File: config.mk
export PLATFORM = sky130hd
export DESIGN_NAME = trapdec
export DESIGN_NICKNAME = d
export VERILOG_FILES = /design/src/rtl/trapdec_pkg.sv /design/src/rtl/trapdec_ctx.sv /design/src/rtl/trapdec_force.sv /design/src/rtl/trapdec_match.sv /design/src/rtl/trapdec_syn.sv /design/src/rtl/trapdec.sv
export SDC_FILE = /design/constraint.sdc
export NUM_CORES = 1
export LEC_CHECK = 0
export ABC_AREA = 0
export CAP_MARGIN = 0
export CORE_AREA = 2 2 39 41
export DETAILED_ROUTE_END_ITERATION = 7
export DIE_AREA = 0 0 41 43
export MAX_ROUTING_LAYER = met4
export SLEW_MARGIN = 20
export SYNTH_ARGS = -nofsm -noshare
export SYNTH_HDL_FRONTEND = slang
export SYNTH_SLANG_ARGS = --single-unit
File: constraint.sdc
create_clock -name vclk -period 4
set_input_delay 1.2 -clock vclk [all_inputs]
set_output_delay 1.2 -clock vclk [all_outputs]
set_load 0.05 [all_outputs]
File: src/rtl/trapdec_pkg.sv
package trapdec_pkg;
  typedef enum logic [2:0] {
    CLS_NONE      = 3'd0,
    CLS_DTR_MOVE  = 3'd1,
    CLS_DTR_LDST  = 3'd2,
    CLS_CHAN_STAT = 3'd3,
    CLS_ROM       = 3'd4,
    CLS_PDN       = 3'd5,
    CLS_DBG       = 3'd6,
    CLS_RSVD      = 3'd7
  } acc_cls_e;

  localparam int CLS_W = $bits(acc_cls_e);
  localparam int NCLS  = 1 << CLS_W;
  localparam int SYN_W = 6;

  localparam logic [SYN_W-1:0] SYN_NONE = 6'h00;
  localparam logic [SYN_W-1:0] SYN_MOVE = 6'h05;
  localparam logic [SYN_W-1:0] SYN_LDST = 6'h06;

  typedef struct packed {
    logic chan;
    logic rom;
    logic pdn;
    logic dbg;
  } trap_ctl_t;
endpackage

File: src/rtl/trapdec_ctx.sv
module trapdec_ctx #(
  parameter int EL_W         = 2,
  parameter int GUEST_MAX_EL = 1,
  parameter bit SEC_HYP      = 1'b0
) (
  input  logic [EL_W-1:0] el_i,
  input  logic            ns_i,
  input  logic            hyp_en_i,
  output logic            guest_o,
  output logic            el1_o,
  output logic            hyp_act_o
);
  localparam logic [EL_W-1:0] GUEST_TOP = EL_W'(GUEST_MAX_EL);
  localparam logic [EL_W-1:0] EL_ONE    = EL_W'(1);

  assign guest_o = (el_i <= GUEST_TOP);
  assign el1_o   = (el_i == EL_ONE);

  generate
    if (SEC_HYP) begin : g_any_state
      assign hyp_act_o = hyp_en_i;
    end else begin : g_ns_only
      assign hyp_act_o = hyp_en_i & ns_i;
    end
  endgenerate
endmodule

File: src/rtl/trapdec_force.sv
module trapdec_force
  import trapdec_pkg::*;
(
  input  logic      tge_i,
  input  logic      route_i,
  input  trap_ctl_t ctl_i,
  output trap_ctl_t ctl_o,
  output logic      route_o
);
  logic force_all;

  // routing or trap-general overrides the three debug-register traps
  assign force_all  = tge_i | route_i;
  assign route_o    = force_all;
  assign ctl_o.chan = ctl_i.chan;
  assign ctl_o.rom  = ctl_i.rom | force_all;
  assign ctl_o.pdn  = ctl_i.pdn | force_all;
  assign ctl_o.dbg  = ctl_i.dbg | force_all;
endmodule

File: src/rtl/trapdec_match.sv
module trapdec_match
  import trapdec_pkg::*;
(
  input  logic [CLS_W-1:0] cls_i,
  input  logic             el1_i,
  input  logic             halt_i,
  input  trap_ctl_t        ctl_i,
  output logic             hit_o,
  output logic             ldst_o
);
  logic [NCLS-1:0] hit_vec;

  function automatic logic cls_hit(input int k, input trap_ctl_t c,
                                   input logic el1, input logic halt);
    logic chan_any;
    chan_any = c.chan | c.dbg;
    case (k)
      int'(CLS_DTR_MOVE),
      int'(CLS_DTR_LDST):  cls_hit = chan_any & ~halt;
      int'(CLS_CHAN_STAT): cls_hit = chan_any;
      int'(CLS_ROM):       cls_hit = c.rom;
      int'(CLS_PDN):       cls_hit = c.pdn & el1;
      int'(CLS_DBG):       cls_hit = c.dbg;
      default:             cls_hit = 1'b0;
    endcase
  endfunction

  for (genvar k = 0; k < NCLS; k++) begin : g_cls
    assign hit_vec[k] = cls_hit(k, ctl_i, el1_i, halt_i);
  end

  assign hit_o  = hit_vec[cls_i];
  assign ldst_o = (cls_i == CLS_DTR_LDST);
endmodule

File: src/rtl/trapdec_syn.sv
module trapdec_syn
  import trapdec_pkg::*;
(
  input  logic             trap_i,
  input  logic             ldst_i,
  output logic [SYN_W-1:0] syn_o
);
  always_comb begin
    if (!trap_i)     syn_o = SYN_NONE;
    else if (ldst_i) syn_o = SYN_LDST;
    else             syn_o = SYN_MOVE;
  end
endmodule

File: src/rtl/trapdec.sv
module trapdec
  import trapdec_pkg::*;
#(
  parameter int EL_W         = 2,
  parameter int GUEST_MAX_EL = 1,
  parameter bit SEC_HYP      = 1'b0
) (
  input  logic [EL_W-1:0]  el_i,
  input  logic             ns_i,
  input  logic             hyp_en_i,
  input  logic             halt_i,
  input  logic             tge_i,
  input  logic             chan_trap_i,
  input  logic             rom_trap_i,
  input  logic             pdn_trap_i,
  input  logic             dbg_trap_i,
  input  logic             route_i,
  input  logic             hi_pri_i,
  input  logic [CLS_W-1:0] cls_i,
  output logic             trap_o,
  output logic [SYN_W-1:0] syn_o,
  output logic             route_dbg_o
);
  logic      guest, el1, hyp_act, route_eff, hit, ldst, trap;
  trap_ctl_t ctl_raw, ctl_eff;

  assign ctl_raw = '{chan: chan_trap_i, rom: rom_trap_i,
                     pdn: pdn_trap_i, dbg: dbg_trap_i};

  trapdec_ctx #(
    .EL_W(EL_W), .GUEST_MAX_EL(GUEST_MAX_EL), .SEC_HYP(SEC_HYP)
  ) u_ctx (
    .el_i(el_i), .ns_i(ns_i), .hyp_en_i(hyp_en_i),
    .guest_o(guest), .el1_o(el1), .hyp_act_o(hyp_act)
  );

  trapdec_force u_force (
    .tge_i(tge_i), .route_i(route_i), .ctl_i(ctl_raw),
    .ctl_o(ctl_eff), .route_o(route_eff)
  );

  trapdec_match u_match (
    .cls_i(cls_i), .el1_i(el1), .halt_i(halt_i), .ctl_i(ctl_eff),
    .hit_o(hit), .ldst_o(ldst)
  );

  assign trap = hit & guest & hyp_act & ~hi_pri_i;

  trapdec_syn u_syn (.trap_i(trap), .ldst_i(ldst), .syn_o(syn_o));

  assign trap_o      = trap;
  assign route_dbg_o = route_eff & guest & hyp_act;
endmodule

==> results.env <==
GLOBALPLACE.CONGESTION=0.648
DRIVE_ABOVE_1_SHARE_PCT=23.3
GRT_PASS1_WL_UM=710
REPORT.FINAL.SETUP_VIOL=0
POST_CTS_SETUP_BUFFER_COUNT=0
FINALNETCOUNT=60
NETLIST.AREA_LEADER.SHARE_PCT=19.0
FILLER_CELL_COUNT=145
WORST_PATH_CELL_TRACE='clkdlybuf4s50_1 > nand2b_1 > a221o_1 > a221oi_2 > buf_4 > buf_12'
TIMING.MAX_CAP.VIOLATIONS=0
N_ANTENNA_CELL=0
WORSTSETUPENDPOINTTYPE='primary output'
GRTUSAGETOTAL_PCT=5.53
ACHIEVABLE-FREQUENCY_MHz=260
CELL_TYPES_WITH_THE_LARGEST_AREA_SHARE_AFTER_SYNTHESIS='sky130_fd_sc_hd__buf_4, sky130_fd_sc_hd__a221oi_1, sky130_fd_sc_hd__nand2b_1, sky130_fd_sc_hd__nor2_1, sky130_fd_sc_hd__a21bo_2'
CTS_HOLD_BUFFERS=0
SEQCELLAREA_UM2=0
SEQ_CELLS=0
HPWL_UM=465
DIE_HEIGHT_UM=43
TIMING.CRITICAL_PATH.ARRIVAL_NS=2.65
FINAL_CELL_AREA_UM2=434
RESIZED_CELLS_POST_CTS=0
HOLD_CLASS='in2out'
CRITICAL_PATH_REQUIRED_NS=2.80
WORST_HOLD_STARTPOINT='cls_i[0]'
SYNTHESIS.INSTANCES=24
TIMING.HOLD.WORST_ENDPOINT='syn_o[0]'
DIE-AREA_UM2=1760
SYNTH_SEQ_AREA_SHARE_PCT=0
FIRST_ITER_VIOLATIONS=0
PIN_COUNT=23
GRT_START_MAX_NET_PINS=7
VDD.IR_DROP.WORST_mV=0.0178
FIRST_GLOBAL_VIAS=208
COUNT_OF_BUFFERS_FROM_PORT_BUFFERING=20
PLACED_CELL_AREA_UM2=432
AREA_DELTA_SYNTH_FINAL_PCT=175
FIN_UTIL_PCT=31.4
FINAL.CLKBUF_COUNT=0
STATIC-LEAKAGE-POWER_nW=0.176
CORE_UM2=1380
AREA_OF_THE_MAPPED_NETLIST_UM2=158
GRT_ANTENNA_BEFORE_REPAIR=0
CRIT_START='el_i[1]'
PLACEMENT_ROWS=14
CP-START-KIND='primary input'
TIMING.FINAL.MAX_SLEW_VIOLATIONS=0
RSZ0062_AT_GRT='false'
ROUTE.DETAILED.VIAS_PER_INST=3.93
SYNTH.LARGEST_AREA_CELL='sky130_fd_sc_hd__buf_4'
WORSTHOLDPATHCELLS=4
POWER-PER-CELL-AREA_nW_PER_UM2=92.5
CRITPATHMAXSTAGEDELAY_NS=0.40
DRT-PASS1-ITER-COUNT=1
FINAL.PERIOD_UTILIZATION_PCT=96.3
ANT_NETS=0
CELL_VARIETY_AFTER_SYNTH=15
DIE-WIDTH_UM=41
YOSYSWARNINGCOUNT=0
NUM_VIAS=232
CRITPATHKIND='in2out'
GRT.OVERFLOW.TOTAL=0
CPMAXSTAGEDELAYCELL='sky130_fd_sc_hd__clkdlybuf4s50_1'
ROUTE.DETAILED.DRC=0
AGGREGATE_ROUTED_WIRE_LENGTH_UM=486
YOSYS.CELL_COUNT.TOP_TYPE='sky130_fd_sc_hd__buf_4'
NETLIST_TOP_CELLS_COUNT='sky130_fd_sc_hd__buf_4, sky130_fd_sc_hd__nor2_1'
FLOORPLAN.INITIALDENSITY_PCT=11.4
STATUS='finished, final reports clean'
ROUTEDWLPERCELL_UM=8.24
HOLD_VIOL=0
TIMING.FINAL.CRIT_PERIOD_NS=3.85
CP_MAX_FO=2
SYN-MEAN-INSTANCE-AREA_UM2=6.57
placed cells by master (no fill, tap or decap), drive strengths merged:
master         instances
clkdlybuf4s50         14
buf                    6
nor2                   3
conb                   3
nand2b                 2
o21ai                  2
inv                    2
a221oi                 2
mux2i                  1
a221o                  1
nor3                   1
o21a                   1
a21bo                  1
nand3b                 1
a211o                  1
nor4                   1
dlymetal6s2s           1
power by group:
group          total (W)  switching, W  internal, W
clock network          0             0            0
registers              0             0            0
logic          0.0000402     0.0000192    0.0000210
worst max-delay path by stage:
stage	slack, ns	to	depth (start not counted)
after floorplan	-0.07	syn_o[2]	4
after global placement	0.01	trap_o	6
after detailed placement	0.01	trap_o	6
after CTS	0.01	trap_o	6
after global routing	0.03	syn_o[2]	6
final	0.15	trap_o	6
cell type report:
type / instances / area [um^2] / area share (%)
tap: 16 / 20.0 / 4.61
inverter: 2 / 7.51 / 1.73
timing repair buffer: 21 / 260 / 59.9
multi-input combinational: 20 / 146 / 33.7
metal layers:
| metal | track usage [%] | routed length (um) |
|---|---|---|
| met1 | 2.85 | 129 |
| met2 | 14.1 | 294 |
| met3 | 0 | 63 |
| met4 | 0 | 0 |
| met5 | - | 0 |
cells by family after synthesis:
kind of cell	count (synthesis)	share of synthesized area, %
compound gates	8	40.5
simple gates	8	27.0
buf+inv	6	23.8
mux	1	6.35
other cells	1	2.38
stage by stage:
step	setup slack, ns	std cells	power, W	hold WS [ns]	TNS [ns]
after CTS	0.0107	59	0.0000407	3.13	0
after floorplan	-0.0717	26	0.0000207	2.50	-0.0717
after detailed placement	0.0137	59	0.0000406	3.13	0
final	0.150	59	0.0000402	2.93	0
after global placement	0.00994	59	0.0000403	3.13	0
after global routing	0.0313	59	0.0000432	2.97	0
critical path: cells and delay by family:
kind,cells,cell delay (ns)
compound gates,2,0.61
buf+inv,3,0.70
simple gates,1,0.14
No activity file was read; power rests on OpenSTA's default activity.
